<file path="src/rtl/cdt_pkg.sv">
package cdt_pkg;
   typedef enum logic {
      CDT_ONESHOT  = 1'b0,
      CDT_PERIODIC = 1'b1
   } cdt_mode_e;
endpackage

</file>
<file path="src/rtl/cdt_prescale.sv">
module cdt_prescale #(
   parameter int SEL_W = 3
) (
   input  logic             clk,
   input  logic             rst_n,
   input  logic             restart,
   input  logic [SEL_W-1:0] sel,
   output logic             tick
);
   localparam int NCODE = 1 << SEL_W;
   localparam int PRE_W = NCODE - 1;

   logic [PRE_W-1:0] pre_q;
   logic [NCODE-1:0] tick_by_code;

   always_ff @(posedge clk) begin
      if (!rst_n || restart) pre_q <= '0;
      else                   pre_q <= pre_q + 1'b1;
   end

   // code k ticks when the low k bits of the phase are all ones
   for (genvar k = 0; k < NCODE; k++) begin : g_code
      if (k == 0) begin : g_every
         assign tick_by_code[k] = 1'b1;
      end else begin : g_div
         assign tick_by_code[k] = &pre_q[k-1:0];
      end
   end

   assign tick = tick_by_code[sel];
endmodule

</file>
<file path="src/rtl/cdt_down.sv">
module cdt_down #(
   parameter int CNT_W = 32
) (
   input  logic             clk,
   input  logic             rst_n,
   input  logic             load,
   input  logic [CNT_W-1:0] load_val,
   input  logic             tick,
   input  logic             periodic,
   output logic [CNT_W-1:0] count,
   output logic [CNT_W-1:0] reload_val,
   output logic             expire
);
   localparam logic [CNT_W-1:0] ONE = {{(CNT_W-1){1'b0}}, 1'b1};

   logic [CNT_W-1:0] count_q;
   logic [CNT_W-1:0] init_q;
   logic             run_q;

   assign expire = run_q & tick & ~load & (count_q == ONE);

   always_ff @(posedge clk) begin
      if (!rst_n) begin
         count_q <= '0;
         init_q  <= '0;
         run_q   <= 1'b0;
      end else if (load) begin
         count_q <= load_val;
         init_q  <= load_val;
         run_q   <= (load_val != '0);
      end else if (expire) begin
         if (periodic) begin
            count_q <= init_q;
         end else begin
            count_q <= '0;
            run_q   <= 1'b0;
         end
      end else if (run_q && tick) begin
         count_q <= count_q - ONE;
      end
   end

   assign count      = count_q;
   assign reload_val = init_q;
endmodule

</file>
<file path="src/rtl/cdt_timer.sv">
module cdt_timer #(
   parameter int CNT_W     = 32,
   parameter int VEC_W     = 8,
   parameter int DIV_SEL_W = 3
) (
   input  logic                 clk,
   input  logic                 rst_n,
   input  logic                 div_we,
   input  logic [DIV_SEL_W-1:0] div_code,
   input  logic                 mode_we,
   input  logic                 mode_periodic,
   input  logic                 mode_mask,
   input  logic [VEC_W-1:0]     mode_vector,
   input  logic                 icnt_we,
   input  logic [CNT_W-1:0]     icnt_val,
   output logic [CNT_W-1:0]     cur_count,
   output logic                 irq_valid,
   output logic [VEC_W-1:0]     irq_vector
);
   import cdt_pkg::*;

   if (CNT_W < 2 || CNT_W > 64) begin : g_bad_cnt
      $error("cdt_timer: CNT_W out of range");
   end
   if (DIV_SEL_W < 1 || DIV_SEL_W > 4) begin : g_bad_div
      $error("cdt_timer: DIV_SEL_W out of range");
   end
   if (VEC_W < 1) begin : g_bad_vec
      $error("cdt_timer: VEC_W must be positive");
   end

   logic [DIV_SEL_W-1:0] div_q;
   cdt_mode_e            mode_q;
   logic                 mask_q;
   logic [VEC_W-1:0]     vec_q;
   logic                 tick;
   logic                 expire;
   logic [CNT_W-1:0]     init_val;
   logic                 irq_q;
   logic [VEC_W-1:0]     irq_vec_q;

   always_ff @(posedge clk) begin
      if (!rst_n) begin
         div_q  <= '0;
         mode_q <= CDT_ONESHOT;
         mask_q <= 1'b0;
         vec_q  <= '0;
      end else begin
         if (div_we) div_q <= div_code;
         if (mode_we) begin
            mode_q <= mode_periodic ? CDT_PERIODIC : CDT_ONESHOT;
            mask_q <= mode_mask;
            vec_q  <= mode_vector;
         end
      end
   end

   cdt_prescale #(.SEL_W(DIV_SEL_W)) u_pre (
      .clk     (clk),
      .rst_n   (rst_n),
      .restart (icnt_we | div_we),
      .sel     (div_q),
      .tick    (tick)
   );

   cdt_down #(.CNT_W(CNT_W)) u_down (
      .clk        (clk),
      .rst_n      (rst_n),
      .load       (icnt_we),
      .load_val   (icnt_val),
      .tick       (tick),
      .periodic   (mode_q == CDT_PERIODIC),
      .count      (cur_count),
      .reload_val (init_val),
      .expire     (expire)
   );

   always_ff @(posedge clk) begin
      if (!rst_n) begin
         irq_q     <= 1'b0;
         irq_vec_q <= '0;
      end else begin
         irq_q <= expire & ~mask_q;
         if (expire) irq_vec_q <= vec_q;
      end
   end

   assign irq_valid  = irq_q;
   assign irq_vector = irq_vec_q;
endmodule

</file>
<file path="config.mk">
export PLATFORM = sky130hd
export DESIGN_NAME = cdt_timer
export DESIGN_NICKNAME = d
export VERILOG_FILES = /design/src/rtl/cdt_pkg.sv /design/src/rtl/cdt_prescale.sv /design/src/rtl/cdt_down.sv /design/src/rtl/cdt_timer.sv
export SDC_FILE = /design/constraint.sdc
export NUM_CORES = 1
export LEC_CHECK = 0
export CORE_ASPECT_RATIO = 0.9
export CORE_MARGIN = 2
export CORE_UTILIZATION = 56
export CTS_CLUSTER_DIAMETER = 80
export DETAILED_ROUTE_END_ITERATION = 10
export GPL_TIMING_DRIVEN = 0
export PLACE_DENSITY = 0.85
export SLEW_MARGIN = 20
export SYNTH_ARGS = -nofsm -noshare
export SYNTH_HDL_FRONTEND = slang
export SYNTH_SLANG_ARGS = --single-unit
</file>
<file path="constraint.sdc">
create_clock -name clk -period 4.2 [get_ports clk]
set_clock_uncertainty 0.2 [all_clocks]
set_input_delay 0.63 -clock clk [delete_from_list [all_inputs] [get_ports clk]]
set_output_delay 0.63 -clock clk [all_outputs]
set_load 0.01 [all_outputs]
</file>
### After elaboration in Yosys (flattened, before gate mapping)

Index checks and enable logic that the tools add are counted.

* register bits: 94
* latch bits: 0
* bits in writable memories: 0
* ROM bits: 0
* bits of input ports: 50
* output and inout bits: 41
* word-level logic and storage cells: 45
* memories: 0

* $add $sub $neg: 2
* $mul: 0
* divide/modulo/power cells: 0
* order comparisons: 1
* equal/unequal tests: 2
* shift-type cells: 0
* multiplexer cells: 10
* bitwise operators: 7
* reduce and logical (&&, ||, !) cells: 13

Operators with widths (number)
* two-way mux 32 bit: 4
* equality test 32 x 1 -> 1 bit, second input constant: 1
* nonzero test 32 bit: 1
* subtractor 32 x 1 -> 32 bit, second input constant: 1
* adder 7 x 1 -> 7 bit, second input constant: 1
* AND reduction 7 bit: 1
* AND reduction 6 bit: 1
* two-way mux 1 bit: 5
* AND reduction 5 bit: 1
* AND 1 bit: 4
* less-than comparator 3 x 4 -> 1 bit, second input constant: 1
* AND reduction 2 bit: 2
* AND reduction 4 bit: 1
* binary-select mux 1 bit (select 3 bit): 1
* AND reduction 3 bit: 1
* nonzero test 3 bit: 1
* != test 2 bit, second input constant: 1
* NOT 1 bit: 2
* nonzero test 2 bit: 1
* logical AND 1 bit: 1
* zero test 1 bit: 1
* logical OR 1 bit: 1
* OR 1 bit: 1

### Depth between registers and ports, before layout

Gate-level depths: netlist of run 1.

* depth in word-level cells: 8
* depth in mapped cells: 12
* mapped depth without buffers: 10

### Cells and area by module

A second synthesis of run 1 with hierarchy kept.

* cells, all modules: 567
* area, all modules: 4882.2 um^2

Modules (own cells, without submodules)
* cdt_down: instances 1, cells an instance 454, area an instance 3687.3 um^2, seq. area each 1301.2 um^2
* cdt_timer: instances 1, cells an instance 70, area an instance 829.5 um^2, seq. area each 440.4 um^2
* cdt_prescale: instances 1, cells an instance 43, area an instance 365.4 um^2, seq. area each 140.1 um^2

### Least setup slack after synthesis of run 1

No wires, ideal clock.

* kind: flip-flop to flip-flop
* start point: reg u_pre.pre_q[0]
* end point: reg u_down.count_q[21], in the netlist u_down.count[21]
* library setup time: 0.117 ns
* arrival time: 2.137 ns
* data required time: 3.883 ns
* slack: 1.746 ns
* cell stages (with the launch flop): 9
* path buffers: 0
* period minus slack after synthesis: 2.454 ns
* cells stage by stage: dfxtp_1 > ha_1 > ha_1 > mux2_2 > o311ai_2 > a21oi_1 > and4_1 > a221o_1 > a32o_1

* cells in the longest elaborated chain, start to end: 8
* elaborated cells between the ends (all ways): 15
* those cells by class: mux (4); bitwise (3); reduce/logical (8)

RTL lines
* start: declaration: RTL line cdt_prescale.sv:13 `logic [PRE_W-1:0] pre_q;`
* start signal: assignment: RTL line cdt_prescale.sv:18 `else pre_q <= pre_q + 1'b1;`
* AND reduction 7 bit (tied with other cells): RTL line cdt_prescale.sv:26 `assign tick_by_code[k] = &pre_q[k-1:0];`
* binary-select mux 1 bit (select 3 bit) (*): RTL line cdt_prescale.sv:30 `assign tick = tick_by_code[sel];`
* two-way mux 1 bit (implied by the code) (*): RTL line cdt_prescale.sv:30
* AND 1 bit (3 in a row): RTL line cdt_down.sv:20 `assign expire = run_q & tick & ~load & (count_q == ONE);`
* two-way mux 32 bit: RTL line cdt_down.sv:31 `end else if (expire) begin`
* two-way mux 32 bit: RTL line cdt_down.sv:27 `end else if (load) begin`
* end signal: assignment: RTL line cdt_down.sv:28 `count_q <= load_val;`
* end signal: assignment: RTL line cdt_down.sv:33 `count_q <= init_q;`
* end signal: assignment: RTL line cdt_down.sv:39 `count_q <= count_q - ONE;`
* end: declaration: RTL line cdt_down.sv:16 `logic [CNT_W-1:0] count_q;`

Every way passes the cells marked *; elsewhere a longest branch is shown, timed or not. The select of a mux whose other input is x is not followed.
A chain may end at the register's enable or synchronous reset.

==> flow_summary.ini, run 1 <==
[yosys]
synth-simple-area-share = 0.227
synthArstFlopShare = 0
syn-num-nets = 600
synth_common_cells = dfxtp_1, nor2_1, nand2_1, mux2i_1, a21oi_1
synth_edf_count = 0
ys_ff_latch = 94
synthTopCellsByArea = dfxtp_1, mux2i_1, nor2_1
synth_area_leader_cell = dfxtp_1
ys_seq_area_frac = 0.396
synthMuxAreaShare = 0.0931
synth_top_area_share = 0.396
synthFlopType = dfxtp_1
synth_fa_ha_area_frac = 0.0132
avgSynthCellArea_um2 = 8.73
synthDistinctLibCells = 63
synthXorXnorAreaFrac = 0.0405
synth_warnings = 0
netlist_instances = 545
synth_top_family_by_area = simple AND/OR/NAND/NOR gates
synth_most_common_cell = dfxtp_1
syn_area_mm2 = 0.00476
synth_compound_area_frac = 0.186

[cts]
path_clk_slew_ps = 110
hold_buffers = 0
cts_setup_buffers = 0
cts_buffers = 9
cts.sinks = 94
cts_tree = done
ctsRootBufferMaster = clkbuf_8
clock_tree.buffer_depth = 2
clk_latency_ps = 380
htree_levels = 3
cts_resized = 0

[sta]
timing.fmax_mhz = 315
maxSlewViolCount = 0
period_needed_ps = 3170
setup_violations = 0
holdWs_ps = 241
finalHoldViolations = 0
slew_headroom = 0.381
rsz0062_at_grt = no
tightest_slew_ps = 928
post-route-period-util = 0.755
tns_ps = 0

[critical_path]
crit_slowest_cell = clkbuf_1
crit_top_cell = clkbuf_1
critPathBufInv = 4
reg2reg_from = u_pre.pre_q[0]
worstPathRequired_ps = 4250
worstRegToRegCells = 10
crit_fanout = 10
r2r_slack_ps = 1160
cpLargestDelayFamily = buffers and inverters
startpoint_type = primary input
cp.arrival_ps = 3220
critPathKind = primary input to flip-flop
cp_slowest_stage_delay_ps = 760
timing.rr.end = u_down.count[21]
end_kind = flip-flop
crit_chain = clkdlybuf4s50_1, clkbuf_1, clkbuf_1, clkbuf_1, mux2i_1, nor2_1

[power]
power_per_cell_area_mw_per_mm2 = 348
leakagePower_nw = 2.24
peakVddDrop_uv = 235
p_total_mw = 2.07

[place]
dp.final_hpwl_mm = 11.0
placed_cells = 731
portBuffers = 87
place_area_mm2 = 0.00575
gp_congestion = 0.950

[finish]
diodes = 0
layout-drive-gt1-share = 0.0864
syn_to_final_growth_pct = 25.0
postLayoutCellArea_mm2 = 0.00595
instances_no_fill = 747
nNetsFinal = 698

[detailed_routing]
drt_iter0_drc = 428
viasPerCell = 6.42
vias = 4798
drt-wirelength-per-cell_um = 20.5
drt_pre_antenna_iters = 5
ant_nets = 0
drc_errors = 0
routed_wl_mm = 15.3

[min_path]
min_path_cells = 1
hp-class = flip-flop to flip-flop
whs_endpoint = irq_valid
min_from = mask_q

[global_route]
grt_overflow = 0
antenna_found_initial = 0
grt_max_degree = 17
grt_util_all_layers = 0.335
grt_pass1_wl_mm = 24.0
grt_pass1_vias = 4576

[floorplan]
die_h_um = 91.4
pin_count = 91
start_util = 0.584
die-area_mm2 = 0.00925
core_area_mm2 = 0.00815
num_rows = 31
fp.dieW_um = 101

[flow_run]
maxCapViolCount = 0

[status]
status = finished clean
==> kinds of logic after synthesis <==
logic type	count (synthesis)
AND/OR/NAND/NOR	206
flip-flops	94
AO/OA/AOI/OAI	125
XOR/XNOR	22
adder cells (fa/ha/maj)	5
buffers and inverters	49
multiplexers	44
==> cells in the final DEF, fill, tap and decap left out, types with 10 or more instances in the layout <==
master / instances
nand2_1: 50
nor2_1: 76
a22oi_1: 13
xnor2_1: 11
nor4_1: 11
o21ai_0: 15
mux2i_1: 42
xor2_1: 11
nor3_1: 13
nand3_1: 10
clkdlybuf4s50_1: 87
clkbuf_1: 25
a21oi_1: 34
dfxtp_1: 94
==> per-stage QoR <==
step	utilization	worst slack, ps
after CTS	0.730	1130
after detailed placement	0.706	732
final	0.730	1030
after floorplan	-	1750
after global placement	0.706	759
after global routing	0.730	872
==> registers in the layout (all words and copies together) (netlist names) <==
register / flops
mode_q: 1
mask_q: 1
u_pre.pre_q: 7
u_down.count: 32
u_down.reload_val: 32
vec_q: 8
irq_valid: 1
u_down.run_q: 1
irq_vector: 8
div_q: 3
==> how the worst max path moves through the flow <==
| stage | from | endpoint | cells after the start |
|---|---|---|---|
| after global routing | u_pre.pre_q[0] | u_down.count[13] | 11 |
| after CTS | icnt_we | u_down.reload_val[11] | 6 |
| final | icnt_we | u_down.reload_val[11] | 6 |
| after detailed placement | icnt_we | u_down.reload_val[11] | 6 |
| after floorplan | u_pre.pre_q[0] | u_down.count[21] | 8 |
| after global placement | icnt_we | u_down.reload_val[13] | 6 |
==> power by group <==
| part | internal (mW) | leakage [nW] | switching, mW | total (mW) |
|---|---|---|---|---|
| Combinational | 0.205 | 1.37 | 0.240 | 0.446 |
| Sequential | 0.943 | 0.774 | 0.0602 | 1.00 |
| Clock | 0.280 | 0.0973 | 0.343 | 0.623 |
==> layout make-up <==
| type | instances | area (µm²) |
|---|---|---|
| fill | 661 | 2200 |
| multi-input combinational | 402 | 2660 |
| clock buffer | 10 | 128 |
| tap | 99 | 124 |
| buffer | 39 | 176 |
| inverter | 10 | 37.5 |
| clock inverter | 6 | 68.8 |
| sequential | 94 | 1880 |
| timing repair buffer | 87 | 871 |
==> per-layer routing <==
metal / up-vias / part of all wire / global-route usage
li1: 2184 / - / -
met1: 2261 / 0.41 / 0.433
met2: 289 / 0.44 / 0.509
met3: 64 / 0.11 / 0.0947
met4: 0 / 0.037 / 0.167
met5: - / 0 / 0
Note: power is estimated with default switching activity, not from simulation.
==> run 2: changes to the inputs <==
--- a/config.mk
+++ b/config.mk
@@ -7,11 +7,11 @@
 export LEC_CHECK = 0
 export CORE_ASPECT_RATIO = 0.9
 export CORE_MARGIN = 2
-export CORE_UTILIZATION = 56
+export CORE_UTILIZATION = 47
 export CTS_CLUSTER_DIAMETER = 80
 export DETAILED_ROUTE_END_ITERATION = 10
 export GPL_TIMING_DRIVEN = 0
-export PLACE_DENSITY = 0.85
+export PLACE_DENSITY = 0.76
 export SLEW_MARGIN = 20
 export SYNTH_ARGS = -nofsm -noshare
 export SYNTH_HDL_FRONTEND = slang
==> constraint.sdc (replaced) <==
create_clock -name clk -period 2.9 [get_ports clk]
set_clock_uncertainty 0.2 [all_clocks]
set_input_delay 0.435 -clock clk [delete_from_list [all_inputs] [get_ports clk]]
set_output_delay 0.435 -clock clk [all_outputs]
set_load 0.01 [all_outputs]
==> run 2 against run 1 <==
Compared with the run above: register-to-register slack worse by 1000 ps; core utilization down 11 points; sequential power up 45%; first-iteration DRC count up 17%.
==> flow_summary.ini, run 2 (synthesis results as in run 1) <==
[detailed_routing]
drt_iter0_drc = 502
ant_nets = 0
drt_pre_antenna_iters = 6
vias = 4685
drt-wirelength-per-cell_um = 19.7
drc_errors = 0
routed_wl_mm = 15.3
viasPerCell = 6.05

[sta]
maxSlewViolCount = 0
setup_violations = 0
fin_ws_ps = 77.1
period_needed_ps = 2820
tightest_slew_ps = 773
slew_headroom = 0.480
tns_ps = 0
holdWs_ps = 240
timing.fmax_mhz = 354
post-route-period-util = 0.973
finalHoldViolations = 0

[floorplan]
fp.dieW_um = 110
die-area_mm2 = 0.0109
core_area_mm2 = 0.00974
die_h_um = 99.4
num_rows = 34
pin_count = 91
start_util = 0.488

[finish]
nNetsFinal = 698
syn_to_final_growth_pct = 26.4
layout-drive-gt1-share = 0.100
multi_input_area_mm2 = 0.00268
fin_util = 0.617
layout_common_cells = dfxtp_1, clkdlybuf4s50_1, nor2_1
postLayoutCellArea_mm2 = 0.00601
instances_no_fill = 774
mostFrequentLayoutCell = dfxtp_1
diodes = 0
n_fill_cell = 851
regArea_mm2 = 0.00188

[critical_path]
critPathBufInv = 4
cpLargestDelayFamily = buffers and inverters
cp_slowest_stage_delay_ps = 640
cp.arrival_ps = 2870
critPathKind = primary input to flip-flop
crit_fanout = 10
worstPathRequired_ps = 2950
timing.rr.end = u_down.count[10]
crit_top_cell = clkbuf_1
path_depth = 6
crit_slowest_cell = clkbuf_1
startpoint_type = primary input
r2r_slack_ps = 140
startpoint = icnt_we
worstRegToRegCells = 7
reg2reg_from = u_down.count[8]
end_kind = flip-flop
crit_chain = clkdlybuf4s50_1, clkbuf_1, clkbuf_1, clkbuf_1, mux2i_1, nor2_1

[place]
dp.final_hpwl_mm = 11.1
gp_congestion = 0.975
portBuffers = 87
place_area_mm2 = 0.00579
placed_cells = 758
pre_cts_slack_ps = -335

[flow_run]
maxCapViolCount = 0

[cts]
clk_latency_ps = 380
ctsRootBufferMaster = clkbuf_8
hold_buffers = 0
cts_buffers = 9
cts_tree = done
htree_levels = 3
path_clk_slew_ps = 100
cts.sinks = 94
clock_tree.buffer_depth = 2

[status]
status = finished clean

[global_route]
grt_max_degree = 18
grt_util_all_layers = 0.286
antenna_found_initial = 0
grt_pass1_wl_mm = 24.0
grt_pass1_vias = 4470
grt_overflow = 0

[power]
leakagePower_nw = 2.26
peakVddDrop_uv = 303
power_per_cell_area_mw_per_mm2 = 500
p_total_mw = 3.01

[min_path]
min_path_cells = 1
whs_endpoint = irq_valid
hp-class = flip-flop to flip-flop
min_from = mask_q
## run 2: cell count changes in the layout (fill, tap and decap cells not counted), sizes merged
cell / before / now
clkbuf: 34 / 33
clkinv: 3 / 2
inv: 11 / 13
## run 2: worst register-to-register path, stage by stage, from the launching register on
cell and delay (ps):
dfxtp_1 400, nor4_4 600, nand4_1 310, nor3_4 360, buf_2 370, a21oi_1 130, a31oi_1 160, o22ai_1 90
## run 2: power breakdown
group          internal [mW]  switching (mW)  leakage [nW]
clock network          0.410           0.502         0.101
registers               1.37          0.0873         0.774
logic                  0.301           0.344          1.38
total                   2.08           0.934          2.26
## run 2: how the worst max path moves through the flow
stage | end | slack [ps]
floorplan | u_down.count[21] | 450
global route | u_down.count[29] | -6
finish | u_down.reload_val[30] | 80
detailed placement | u_down.reload_val[16] | -330
global placement | u_down.reload_val[11] | -270
CTS | u_down.count[21] | 7
## run 2: repair_timing
| item | CTS | global route |
|---|---|---|
| gates cloned | 0 | 0 |
| resized for setup | 2 | 12 |
| buffers inserted | 0 | 0 |
| endpoints found under the setup margin | 8 | 27 |
| hold endpoints to repair | 0 | 0 |
## run 2: final cells by class
class | count | share of cell area
flip-flops and latches | 94 | 0.313
plain buffers | 39 | 0.0304
clock buffers | 9 | 0.0206
well taps | 126 | 0.0262
repair buffers | 87 | 0.145
multi-input cells | 402 | 0.446
inverters | 10 | 0.00624
clock inverters | 7 | 0.0129
## run 2: per-layer routing
layer | share of wire | global-route usage | vias up | wire (µm)
li1 | - | - | 2191 | -
met1 | 0.41 | 0.384 | 2204 | 6300
met2 | 0.46 | 0.444 | 259 | 6960
met3 | 0.11 | 0.0793 | 31 | 1680
met4 | 0.023 | 0.0925 | 0 | 346
met5 | 0 | 0 | - | 0
==> run 3: changes to the inputs <==
--- a/config.mk
+++ b/config.mk
@@ -9,6 +9,7 @@
 export CORE_MARGIN = 2
 export CORE_UTILIZATION = 47
 export CTS_CLUSTER_DIAMETER = 80
+export CTS_CLUSTER_SIZE = 25
 export DETAILED_ROUTE_END_ITERATION = 10
 export GPL_TIMING_DRIVEN = 0
 export PLACE_DENSITY = 0.76
==> results of run 3 <==
Final layout, timing and power as in run 2 (identical DEF).
